`src/rtl/prbs_cfg_pkg.sv`:
```
package prbs_cfg_pkg;

  localparam int REG_AW    = 8;
  localparam int REG_DW    = 16;
  localparam int NUM_STEPS = 16;
  localparam int STEP_W    = $clog2(NUM_STEPS);
  localparam int BUSY_BIT  = 8;

  localparam logic [REG_AW-1:0] ADR_ENG_CSR  = 8'h3A;
  localparam logic [REG_AW-1:0] ADR_ENG_CHAN = 8'h38;
  localparam logic [REG_AW-1:0] ADR_RX_EN    = 8'hA0;
  localparam logic [REG_AW-1:0] ADR_ALIGN    = 8'hA1;
  localparam logic [REG_AW-1:0] ADR_PAT_HI   = 8'hA2;
  localparam logic [REG_AW-1:0] ADR_PAT_LO   = 8'hA3;
  localparam logic [REG_AW-1:0] ADR_SYNC     = 8'hA4;
  localparam logic [REG_AW-1:0] ADR_BYTEAL   = 8'hA6;
  localparam logic [REG_AW-1:0] ADR_DWSYNC   = 8'hB8;
  localparam logic [REG_AW-1:0] ADR_DETLAT   = 8'hB9;
  localparam logic [REG_AW-1:0] ADR_CLKPD    = 8'hBA;

  typedef enum logic [1:0] {
    OP_POLL,
    OP_WRITE,
    OP_RMW
  } step_op_e;

  typedef struct packed {
    step_op_e            op;
    logic [REG_AW-1:0]   addr;
    logic [REG_DW-1:0]   mask;
    logic [REG_DW-1:0]   value;
  } step_t;

  typedef enum logic [2:0] {
    ST_IDLE,
    ST_NEXT,
    ST_READ,
    ST_WRITE,
    ST_CHRST,
    ST_DONE
  } seq_state_e;

endpackage

```
`src/rtl/prbs_cfg_step_rom.sv`:
```
module prbs_cfg_step_rom
  import prbs_cfg_pkg::*;
#(
  parameter int CH_W = 10
) (
  input  logic [STEP_W-1:0] step_idx,
  input  logic [CH_W-1:0]   chan,
  input  logic [1:0]        width_sel,
  input  logic [2:0]        size,
  input  logic [39:0]       pattern,
  output step_t             step
);

  localparam int PAD_W = REG_DW - CH_W;

  logic narrow;
  assign narrow = ~width_sel[1];

  always_comb begin
    step.op    = OP_RMW;
    step.addr  = ADR_ENG_CSR;
    step.mask  = '0;
    step.value = '0;
    case (step_idx)
      4'd0: begin
        step.op   = OP_POLL;
        step.addr = ADR_ENG_CSR;
      end
      4'd1: begin
        step.op    = OP_WRITE;
        step.addr  = ADR_ENG_CHAN;
        step.mask  = '1;
        step.value = {{PAD_W{1'b0}}, chan};
      end
      4'd2: begin
        step.addr  = ADR_ENG_CSR;
        step.mask  = 16'h000C;
        step.value = 16'h0004;
      end
      4'd3: begin
        step.addr  = ADR_ALIGN;
        step.mask  = 16'h0700;
        step.value = {5'd0, size, 8'd0};
      end
      4'd4: begin
        step.addr  = ADR_ALIGN;
        step.mask  = 16'h00FF;
        step.value = {8'd0, pattern[39:32]};
      end
      4'd5: begin
        step.addr  = ADR_PAT_HI;
        step.mask  = 16'hFFFF;
        step.value = pattern[31:16];
      end
      4'd6: begin
        step.addr  = ADR_PAT_LO;
        step.mask  = 16'hFFFF;
        step.value = pattern[15:0];
      end
      4'd7: begin
        step.addr = ADR_ALIGN;
        step.mask = 16'hC000;
      end
      4'd8: begin
        step.addr = ADR_ALIGN;
        step.mask = 16'h2000;
      end
      4'd9: begin
        step.addr = ADR_ALIGN;
        step.mask = 16'h0800;
      end
      4'd10: begin
        step.addr  = ADR_SYNC;
        step.mask  = 16'h8000;
        step.value = {narrow, 15'd0};
      end
      4'd11: begin
        step.addr = ADR_BYTEAL;
        step.mask = 16'h0020;
      end
      4'd12: begin
        step.addr = ADR_DWSYNC;
        step.mask = 16'h2000;
      end
      4'd13: begin
        step.addr = ADR_DETLAT;
        step.mask = 16'h0800;
      end
      4'd14: begin
        step.addr = ADR_CLKPD;
        step.mask = 16'h0800;
      end
      default: begin
        step.addr  = ADR_RX_EN;
        step.mask  = 16'h0020;
        step.value = 16'h0020;
      end
    endcase
  end

endmodule

```
`src/rtl/prbs_cfg_rmw_merge.sv`:
```
module prbs_cfg_rmw_merge
  import prbs_cfg_pkg::*;
(
  input  logic [REG_DW-1:0] old_word,
  input  logic [REG_DW-1:0] field_mask,
  input  logic [REG_DW-1:0] field_value,
  output logic [REG_DW-1:0] new_word
);

  always_comb begin
    new_word = (old_word & ~field_mask) | (field_value & field_mask);
  end

  always_comb begin
    a_r3_outside_kept : assert (((new_word ^ old_word) & ~field_mask) == '0)
      else $error("merge changed bits outside the field mask");
  end

endmodule

```
`src/rtl/prbs_cfg_hold_timer.sv`:
```
module prbs_cfg_hold_timer #(
  parameter int HOLD = 8
) (
  input  logic clk,
  input  logic rst_n,
  input  logic load,
  input  logic run,
  output logic expired
);

  localparam int CW = $clog2(HOLD + 1);
  localparam logic [CW-1:0] LOAD_VAL = CW'(HOLD - 1);

  logic [CW-1:0] cnt_q;
  logic [CW-1:0] cnt_d;
  logic          cnt_en;

  assign expired = (cnt_q == '0);

  always_comb begin
    cnt_en = load | (run & ~expired);
    cnt_d  = load ? LOAD_VAL : cnt_q - 1'b1;
  end

  always_ff @(posedge clk or negedge rst_n) begin
    if (!rst_n) begin
      cnt_q <= '0;
    end else if (cnt_en) begin
      cnt_q <= cnt_d;
    end
  end

  a_r9_load_exclusive : assert property (@(posedge clk) disable iff (!rst_n)
    load |-> !run)
    else $error("hold timer loaded while running");

endmodule

```
`src/rtl/prbs_chk_cfg_seq.sv`:
```
module prbs_chk_cfg_seq
  import prbs_cfg_pkg::*;
#(
  parameter int CH_W       = 10,
  parameter int RST_CYCLES = 8
) (
  input  logic              clk,
  input  logic              rst_n,
  input  logic              start,
  input  logic [CH_W-1:0]   cfg_chan,
  input  logic [1:0]        cfg_width,
  input  logic [2:0]        cfg_size,
  input  logic [39:0]       cfg_pattern,
  output logic [REG_AW-1:0] bus_addr,
  output logic [REG_DW-1:0] bus_wdata,
  output logic              bus_rd,
  output logic              bus_wr,
  input  logic [REG_DW-1:0] bus_rdata,
  input  logic              bus_wait,
  output logic              chan_rst,
  output logic              done
);

  localparam logic [STEP_W-1:0] LAST_STEP = STEP_W'(NUM_STEPS - 1);
  localparam int RCW = $clog2(RST_CYCLES + 1) + 1;

  // reset: asynchronous assert, synchronous release
  logic rst_meta_q;
  logic rst_sync_n;

  always_ff @(posedge clk or negedge rst_n) begin
    if (!rst_n) begin
      rst_meta_q <= 1'b0;
      rst_sync_n <= 1'b0;
    end else begin
      rst_meta_q <= 1'b1;
      rst_sync_n <= rst_meta_q;
    end
  end

  seq_state_e        state_q, state_d;
  logic [STEP_W-1:0] step_q, step_d;
  logic [REG_DW-1:0] wdata_q, wdata_d;
  logic              wdata_en;
  logic              cfg_load;
  logic              tmr_load;
  logic              tmr_expired;

  logic [CH_W-1:0]   chan_q;
  logic [1:0]        width_q;
  logic [2:0]        size_q;
  logic [39:0]       pattern_q;

  step_t             cur;
  logic [REG_DW-1:0] merged;

  prbs_cfg_step_rom #(
    .CH_W (CH_W)
  ) u_rom (
    .step_idx  (step_q),
    .chan      (chan_q),
    .width_sel (width_q),
    .size      (size_q),
    .pattern   (pattern_q),
    .step      (cur)
  );

  prbs_cfg_rmw_merge u_merge (
    .old_word    (bus_rdata),
    .field_mask  (cur.mask),
    .field_value (cur.value),
    .new_word    (merged)
  );

  prbs_cfg_hold_timer #(
    .HOLD (RST_CYCLES)
  ) u_timer (
    .clk     (clk),
    .rst_n   (rst_sync_n),
    .load    (tmr_load),
    .run     (state_q == ST_CHRST),
    .expired (tmr_expired)
  );

  // next-state logic
  always_comb begin
    state_d  = state_q;
    step_d   = step_q;
    wdata_d  = wdata_q;
    wdata_en = 1'b0;
    cfg_load = 1'b0;
    tmr_load = 1'b0;
    case (state_q)
      ST_IDLE: begin
        if (start) begin
          cfg_load = 1'b1;
          step_d   = '0;
          state_d  = ST_READ;
        end
      end
      ST_NEXT: begin
        state_d = (cur.op == OP_WRITE) ? ST_WRITE : ST_READ;
      end
      ST_READ: begin
        if (!bus_wait) begin
          if (cur.op == OP_POLL) begin
            if (!bus_rdata[BUSY_BIT]) begin
              step_d  = step_q + 1'b1;
              state_d = ST_NEXT;
            end
          end else begin
            wdata_d  = merged;
            wdata_en = 1'b1;
            state_d  = ST_WRITE;
          end
        end
      end
      ST_WRITE: begin
        if (!bus_wait) begin
          if (step_q == LAST_STEP) begin
            tmr_load = 1'b1;
            state_d  = ST_CHRST;
          end else begin
            step_d  = step_q + 1'b1;
            state_d = ST_NEXT;
          end
        end
      end
      ST_CHRST: begin
        if (tmr_expired) begin
          state_d = ST_DONE;
        end
      end
      ST_DONE: begin
        state_d = ST_IDLE;
      end
      default: begin
        state_d = ST_IDLE;
      end
    endcase
  end

  // state registers
  always_ff @(posedge clk or negedge rst_sync_n) begin
    if (!rst_sync_n) begin
      state_q <= ST_IDLE;
      step_q  <= '0;
    end else begin
      state_q <= state_d;
      step_q  <= step_d;
    end
  end

  always_ff @(posedge clk or negedge rst_sync_n) begin
    if (!rst_sync_n) begin
      wdata_q <= '0;
    end else if (wdata_en) begin
      wdata_q <= wdata_d;
    end
  end

  always_ff @(posedge clk or negedge rst_sync_n) begin
    if (!rst_sync_n) begin
      chan_q    <= '0;
      width_q   <= '0;
      size_q    <= '0;
      pattern_q <= '0;
    end else if (cfg_load) begin
      chan_q    <= cfg_chan;
      width_q   <= cfg_width;
      size_q    <= cfg_size;
      pattern_q <= cfg_pattern;
    end
  end

  // bus and status outputs
  always_comb begin
    bus_rd    = (state_q == ST_READ);
    bus_wr    = (state_q == ST_WRITE);
    bus_addr  = cur.addr;
    bus_wdata = (cur.op == OP_WRITE) ? cur.value : wdata_q;
    chan_rst  = (state_q == ST_CHRST);
    done      = (state_q == ST_DONE);
  end

  // checks
  logic [RCW-1:0] rst_run_q;

  always_ff @(posedge clk or negedge rst_sync_n) begin
    if (!rst_sync_n) begin
      rst_run_q <= '0;
    end else if (chan_rst) begin
      rst_run_q <= rst_run_q + 1'b1;
    end else begin
      rst_run_q <= '0;
    end
  end

  a_r8_single_strobe : assert property (@(posedge clk) disable iff (!rst_sync_n)
    !(bus_rd && bus_wr))
    else $error("read and write strobes together");

  a_r8_hold_read : assert property (@(posedge clk) disable iff (!rst_sync_n)
    (bus_rd && bus_wait) |=> (bus_rd && $stable(bus_addr)))
    else $error("stalled read dropped or moved");

  a_r8_hold_write : assert property (@(posedge clk) disable iff (!rst_sync_n)
    (bus_wr && bus_wait) |=> (bus_wr && $stable(bus_addr) && $stable(bus_wdata)))
    else $error("stalled write dropped or changed");

  a_r9_rst_after_write : assert property (@(posedge clk) disable iff (!rst_sync_n)
    $rose(chan_rst) |-> $past(bus_wr && !bus_wait))
    else $error("channel reset without a completed write");

  a_r9_rst_length : assert property (@(posedge clk) disable iff (!rst_sync_n)
    $fell(chan_rst) |-> (rst_run_q == RCW'(RST_CYCLES)))
    else $error("channel reset length wrong");

  a_r10_done_after_rst : assert property (@(posedge clk) disable iff (!rst_sync_n)
    done |-> ($past(chan_rst) && !chan_rst))
    else $error("done not right after channel reset");

  a_r10_done_pulse : assert property (@(posedge clk) disable iff (!rst_sync_n)
    done |=> !done)
    else $error("done longer than one cycle");

endmodule

```
`config.mk`:
```
export PLATFORM = sky130hd
export DESIGN_NAME = prbs_chk_cfg_seq
export DESIGN_NICKNAME = d
export VERILOG_FILES = /design/src/rtl/prbs_cfg_pkg.sv /design/src/rtl/prbs_cfg_step_rom.sv /design/src/rtl/prbs_cfg_rmw_merge.sv /design/src/rtl/prbs_cfg_hold_timer.sv /design/src/rtl/prbs_chk_cfg_seq.sv
export SDC_FILE = /design/constraint.sdc
export NUM_CORES = 1
export LEC_CHECK = 0
export CAP_MARGIN = 20
export CORE_UTILIZATION = 35
export CTS_BUF_LIST = sky130_fd_sc_hd__clkbuf_2
export DETAILED_ROUTE_END_ITERATION = 7
export PLACE_DENSITY_LB_ADDON = 0.15
export REMOVE_ABC_BUFFERS = 1
export SKIP_CTS_REPAIR_TIMING = 1
export SYNTH_ARGS = -nofsm -noshare
export SYNTH_HDL_FRONTEND = slang
export SYNTH_HIERARCHICAL = 1
export SYNTH_SLANG_ARGS = --single-unit
export TNS_END_PERCENT = 10
```
`constraint.sdc`:
```
create_clock -name clk -period 6.41 [get_ports clk]
set_clock_uncertainty 0.15 [all_clocks]
set_input_delay 1.282 -clock clk [delete_from_list [all_inputs] [get_ports clk]]
set_output_delay 1.282 -clock clk [all_outputs]
set_load 0.1 [all_outputs]
```
==> summary.md, run 1 <==
| Metric | Value |
|---|---|
| Post-DR wirelength/cell | roughly 17 um |
| Row count | 41 |
| Core Region | 12,700 um2 |
| Static leakage power | approximately 2.3 nW |
| DIE WIDTH | between 100 and 150 um |
| Count of maximum capacitance violations | 0 |
| M1 wire length | 5040 um |
| Worst slew pin tran | 990 ps |
| Vias | 3,174 |
| Count of port buffers added during placement | 99 |
| Critical Path Start Type | flip-flop |
| Power density over cell area | just under 500 nW/um2 |
| Antenna Cells | 0 |
| Minimum setup slack among reg-to-reg paths | ~3300 ps |
| Setup violators final | 0 |
| Clock transition at the registers of the reported paths | 230 ps |
| Relative slew margins | about a third |
| Classification of the worst-slack hold path | reg -> async |
| Ports placed on the boundary | 103 |
| CTS H-tree depth | 3 |
| Area grow syn2layout | 25.5% |
| Crit path arrival time | 4010 ps |
| Post-route antenna net violation count | 0 |
| R2r endpoint | wdata_q[0]$_DFFE_PN0P_ |
| Amount of wire on met2 after detailed routing | 4850 um |
| Total track usage | 17.2% |
| Vias in the first global route | 3,218 |
| DRC violation count after routing | 0 |
| Initial Util | 36.0% |
| Number of nets in the layout | 532 |
| Height of the chip | 116 um |
| Number of cells in the design after placement | 614 |
| Maximum resistive drop on vdd | 0.226 mV |
| Highest fanout seen on the critical path | 27 |
| Detailed-routed wire length on met3 | 638 um |
| 1st-iter DRT viols | 185 |
| Worst Reg-to-Reg Cells | 5 |
| Pin count of the biggest net entering global routing | 82 |
| Instance area after placement | 5600 um2 |
| First-pass iteration count of the detailed router | 4 |
| First-pass GRT wire length | 17,100 um |
| Final setup TNS | 0 ps |
| Top routing layer in use | met4 |
| Post-Synthesis Cells | 372 |
| Inserted Clock Buffers | 9 |
| Unrepaired setup endpoints after global routing | no |
| Mean post-synth cell area | 12.3 um2 |
| Routability Congestion | 0.774 |
| Final cell area excluding filler cells | 5730 um2 |
| Period Utilization, post-route | 84.9% |
| Post-synthesis cell area | around 4600 um2 |
| Type of the worst setup path | reg -> out |
| Number of sinks handled by clock tree synthesis | 83 |
| Share of layout cells above drive strength 1 | a little under a third |
| Max frequency | 184 MHz |
| Overall power of the completed layout | about 0.0028 W |
| WHS | 113 ps |
| Startpoint of the worst register-to-register path | step_q[2]$_DFFE_PN0P_ |
| Antenna violations before repair | 0 |
| Number of warnings issued by yosys | 6 |
| Max-slew violation count | 0 |
| Status | completed |
| Non-filler cells in the finished layout | 632 |
| Worst setup EP type | output pin |
| Root buffer cell | sky130_fd_sc_hd__clkbuf_2 |
| Fin crit period | about 5400 ps |
| Placed wire-length estimate | 7350 um |
| Routed Wire Length | 10,700 um |
| Aggregate global routing overflow | 0 |
| Clock tree from TritonCTS | built |
| Mean number of vias per cell | 5.02 |
| Final number of hold-violating endpoints | 0 |
| Fill cell total of the finished layout | approximately 1,200 |
| Clock latency reported for the late side of the worst-skew pair | approximately 580 ps |
| Die footprint | 13,500 um2 |
| Required time of the critical path | 4980 ps |
| Clock Path Buffers | 2 |
[per-layer routing]
layer / up-vias / GRT usage (%)
met3: 12 / 4.31
li1: 1509 / -
met5: - / 0
met1: 1569 / 23.1
met2: 84 / 26.1
met4: 0 / 7.95
[cells in the final DEF, fill, tap and decap left out, drive strengths merged, types with 2 or more instances in the layout]
master / instances
mux2: 104
clkdlybuf4s50: 99
dfrtp: 83
a22oi: 14
o21ai: 12
nor2: 11
inv: 11
nand2: 9
clkbuf: 9
nor2b: 9
mux2i: 7
a22o: 7
nor3b: 6
buf: 6
nor3: 5
a21oi: 5
and2: 4
clkinv: 4
and3: 3
nand3: 3
conb: 3
nand2b: 3
o22ai: 3
and4: 2
and3b: 2
o41ai: 2
a21o: 2
a32oi: 2
or2: 2
ha: 2
clkinvlp: 2
xor2: 2
nor4b: 2
and4bb: 2
[per-stage QoR]
step / worst slack, ps / utilization (%)
2_1_floorplan: 1260 / -
3_3_place_gp: 1610 / 44.2
3_5_place_dp: 1590 / 44.2
4_1_cts: 878 / 44.9
5_1_grt: 685 / 45.2
6_report: 970 / 45.2
[worst max-delay path, stage by stage (launching register included)]
cell                              delay, ps
sky130_fd_sc_hd__dfrtp_1                730
sky130_fd_sc_hd__nor2_1                 410
sky130_fd_sc_hd__nand2_1                170
sky130_fd_sc_hd__nor2b_2                470
sky130_fd_sc_hd__buf_4                  310
sky130_fd_sc_hd__mux2_2                 360
sky130_fd_sc_hd__clkdlybuf4s50_1        980
[power breakdown]
group	switching [W]	total [W]	internal, W
combinational	0.00101	0.00165	0.000641
clock	0.000190	0.000239	0.0000488
sequential	0.000186	0.000959	0.000773
total	0.00138	0.00284	0.00146
[worst max path at each step]
stage	startpoint	end	slack, ps	cells past startpoint
after floorplan	step_q[3]$_DFFE_PN0P_	bus_addr[3]	1260	2
after global placement	step_q[3]$_DFFE_PN0P_	bus_wdata[3]	1610	6
after detailed placement	step_q[3]$_DFFE_PN0P_	bus_wdata[0]	1590	6
after CTS	step_q[1]$_DFFE_PN0P_	bus_wdata[0]	880	7
after global routing	step_q[1]$_DFFE_PN0P_	bus_wdata[3]	690	7
final	step_q[3]$_DFFE_PN0P_	bus_wdata[0]	970	6
[state kept, by name (all words and copies together), names as in the netlist]
| name | cells |
|---|---|
| width_q | 1 |
| state_q | 3 |
| rst_meta_q | 1 |
| step_q | 4 |
| wdata_q | 16 |
| rst_sync_n | 1 |
| size_q | 3 |
| pattern_q | 40 |
| u_timer/cnt_q | 4 |
| chan_q | 10 |
[final cells by class]
| type | count | area (um2) | share of cell area [%] |
|---|---|---|---|
| multi-input combinational | 246 | 2250 | 39.2 |
| clock buffer | 9 | 45.0 | 0.787 |
| timing repair buffer | 105 | 1060 | 18.5 |
| sequential | 83 | 2080 | 36.3 |
| inverter | 10 | 37.5 | 0.655 |
| tap | 172 | 215 | 3.76 |
| clock inverter | 7 | 42.5 | 0.743 |
Power figures use the tool's default switching activity.
==> run 2: changes to the inputs <==
==> constraint.sdc (replaced) <==
create_clock -name clk -period 4.7 [get_ports clk]
set_clock_uncertainty 0.15 [all_clocks]
set_input_delay 0.94 -clock clk [delete_from_list [all_inputs] [get_ports clk]]
set_output_delay 0.94 -clock clk [all_outputs]
set_load 0.1 [all_outputs]
==> summary.md, run 2 (synthesis results as in run 1) <==
| Metric | Value |
|---|---|
| Routability Congestion | 0.774 (about the same) |
| Highest fanout seen on the critical path | 22 (-19%) |
| Number of sinks handled by clock tree synthesis | 83 (unchanged) |
| Clock Path Buffers | 2 (unchanged) |
| Slowest cell on crit path | sky130_fd_sc_hd__dfrtp_1 |
| Clock latency reported for the late side of the worst-skew pair | 560 ps (-20 ps) |
| DRC violation count after routing | 0 (unchanged) |
| Critical Path Start Type | flip-flop |
| Post-DR wirelength/cell | 16.9 um (-0.31%) |
| Aggregate global routing overflow | 0 (unchanged) |
| Maximum resistive drop on vdd | 0.320 mV (+42%) |
| Final core utilization | 44.8% (-0.43 points) |
| Unrepaired setup endpoints after global routing | no |
| Required time of the critical path | 3610 ps (-1370 ps) |
| Startpoint of the worst register-to-register path | step_q[2]$_DFFE_PN0P_ |
| DIE WIDTH | 116 um (unchanged) |
| Core Region | 12,700 um2 (unchanged) |
| 1st-iter DRT viols | 151 (-18%) |
| Mean number of vias per cell | 5.11 (+1.8%) |
| Root buffer cell | sky130_fd_sc_hd__clkbuf_2 |
| Most frequent standard cell in the layout excluding fill and tap cells | sky130_fd_sc_hd__mux2_2 |
| Clock transition at the registers of the reported paths | 220 ps (about the same) |
| Minimum setup slack among reg-to-reg paths | 1650 ps (-1670 ps) |
| Share of layout cells above drive strength 1 | 35.6% (+5.1 points) |
| Placed wire-length estimate | 7540 um (+2.7%) |
| Worst slew pin tran | 973 ps (-17.3 ps) |
| First-pass GRT wire length | 17,000 um (-0.61%) |
| Launch point of the critical path | step_q[2]$_DFFE_PN0P_ |
| Height of the chip | 116 um (unchanged) |
| Row count | 41 (unchanged) |
| Antenna Cells | 0 (unchanged) |
| Max-slew violation count | 0 (unchanged) |
| Max frequency | 240 MHz |
| Ports placed on the boundary | 103 (unchanged) |
| CTS H-tree depth | 3 (unchanged) |
| Classification of the worst-slack hold path | reg -> async |
| Status | completed |
| Crit path arrival time | 3080 ps (-930 ps) |
| Relative slew margins | 35.0% (+1.2 points) |
| Most frequent cells in the layout | 87 x sky130_fd_sc_hd__mux2_2, 82 x sky130_fd_sc_hd__dfrtp_1, 76 x sky130_fd_sc_hd__clkdlybuf4s50_1 |
| Routed Wire Length | 10,700 um (-0.15%) |
| Pin count of the biggest net entering global routing | 45 (-45%) |
| Post-route antenna net violation count | 0 (unchanged) |
| Vias in the first global route | 3,177 (-1.3%) |
| Area grow syn2layout | 24.3% |
| Number of flip-flops in the largest register | 40 (unchanged) |
| Top flop regs | pattern_q (40), wdata_q (16), chan_q (10) |
| Count of maximum capacitance violations | 0 (unchanged) |
| Period Utilization, post-route | 88.6% |
| Initial Util | 36.0% (unchanged) |
| Number of nets in the layout | 533 (+0.19%) |
| WHS | 158 ps (+44.5 ps) |
| Cell chain of the critical path | nor3_1, nor2b_2, buf_4, mux2_2, buf_4 |
| Cell repeated most along the worst path | sky130_fd_sc_hd__buf_4 |
| First-pass iteration count of the detailed router | 4 (unchanged) |
| Die footprint | 13,500 um2 (unchanged) |
| Worst setup EP type | output pin |
| Power density over cell area | 687 nW/um2 (+38%) |
| Antenna violations before repair | 0 (unchanged) |
| Slowest cell delay on critical path | 680 ps (-300 ps) |
| Register ranked first by flip-flop count | pattern_q |
| Count of port buffers added during placement | 99 (unchanged) |
| Clock tree from TritonCTS | built |
| Final number of hold-violating endpoints | 0 (unchanged) |
| Inserted Clock Buffers | 9 (unchanged) |
| Type of the worst setup path | reg -> out |
| Total track usage | 17.0% (-0.15 points) |
| Final setup TNS | 0 ps (unchanged) |
| Worst Reg-to-Reg Cells | 5 (unchanged) |
| Vias | 3,235 (+1.9%) |
| Fin crit period | 4170 ps |
| Static leakage power | 2.36 nW (+1.5%) |
| R2r endpoint | wdata_q[6]$_DFFE_PN0P_ |
| Setup violators final | 0 (unchanged) |
| Fill cell total of the finished layout | 1,238 (+1.6%) |
-- run 2: area by class of cell --
type | count | area [um2] | share of cell area [%]
clock buffer | 10 | 50.0 | 0.882
tap | 172 | 215 | 3.79
clock inverter | 6 | 56.3 | 0.993
inverter | 10 | 37.5 | 0.662
sequential | 83 | 2080 | 36.7
multi-input combinational | 246 | 2250 | 39.6
timing repair buffer | 106 | 986 | 17.4
-- run 2: worst max-delay path by stage --
| stage | to | slack [ps] | cells after the start |
|---|---|---|---|
| 4_1_cts | bus_wdata[2] | 430 | 5 |
| 3_5_place_dp | bus_wdata[2] | 1140 | 5 |
| 5_1_grt | bus_wdata[11] | 250 | 5 |
| 2_1_floorplan | bus_addr[3] | -100 | 2 |
| 3_3_place_gp | bus_wdata[0] | 1170 | 5 |
| 6_report | bus_wdata[0] | 530 | 5 |
-- run 2: critical path: cells and delay by family (launching register included) --
family                 cells  cell delay (ps)
buffers and inverters      2              540
flip-flops                 1              680
multiplexers               1              370
AND/OR/NAND/NOR            2              920
-- run 2: where the power goes --
group          internal, W  switching [W]
Combinational     0.000838        0.00139
Sequential         0.00105       0.000238
Clock             0.000120       0.000253
-- run 2: stage by stage --
| stage | area, um2 | setup slack [ps] | total power (W) | instances |
|---|---|---|---|---|
| final | 5670 | 534 | 0.00390 | 633 |
| after global routing | 5670 | 249 | 0.00413 | 633 |
| after CTS | 5670 | 433 | 0.00394 | 633 |
| after detailed placement | 5570 | 1140 | 0.00356 | 617 |
| after global placement | 5570 | 1170 | 0.00351 | 617 |
| after floorplan | 4350 | -105 | 0.00303 | 339 |
-- run 2: routing by layer --
| layer | track usage [%] | vias to the layer above | part of all wire (%) | wire length (um) |
|---|---|---|---|---|
| met2 | 26.6 | 89 | 46 | 4940 |
| met3 | 4.15 | 11 | 5.7 | 605 |
| met1 | 22.8 | 1607 | 47 | 4970 |
| met4 | 6.67 | 0 | 1.4 | 153 |
| li1 | - | 1528 | - | - |
| met5 | 0 | - | 0 | 0 |
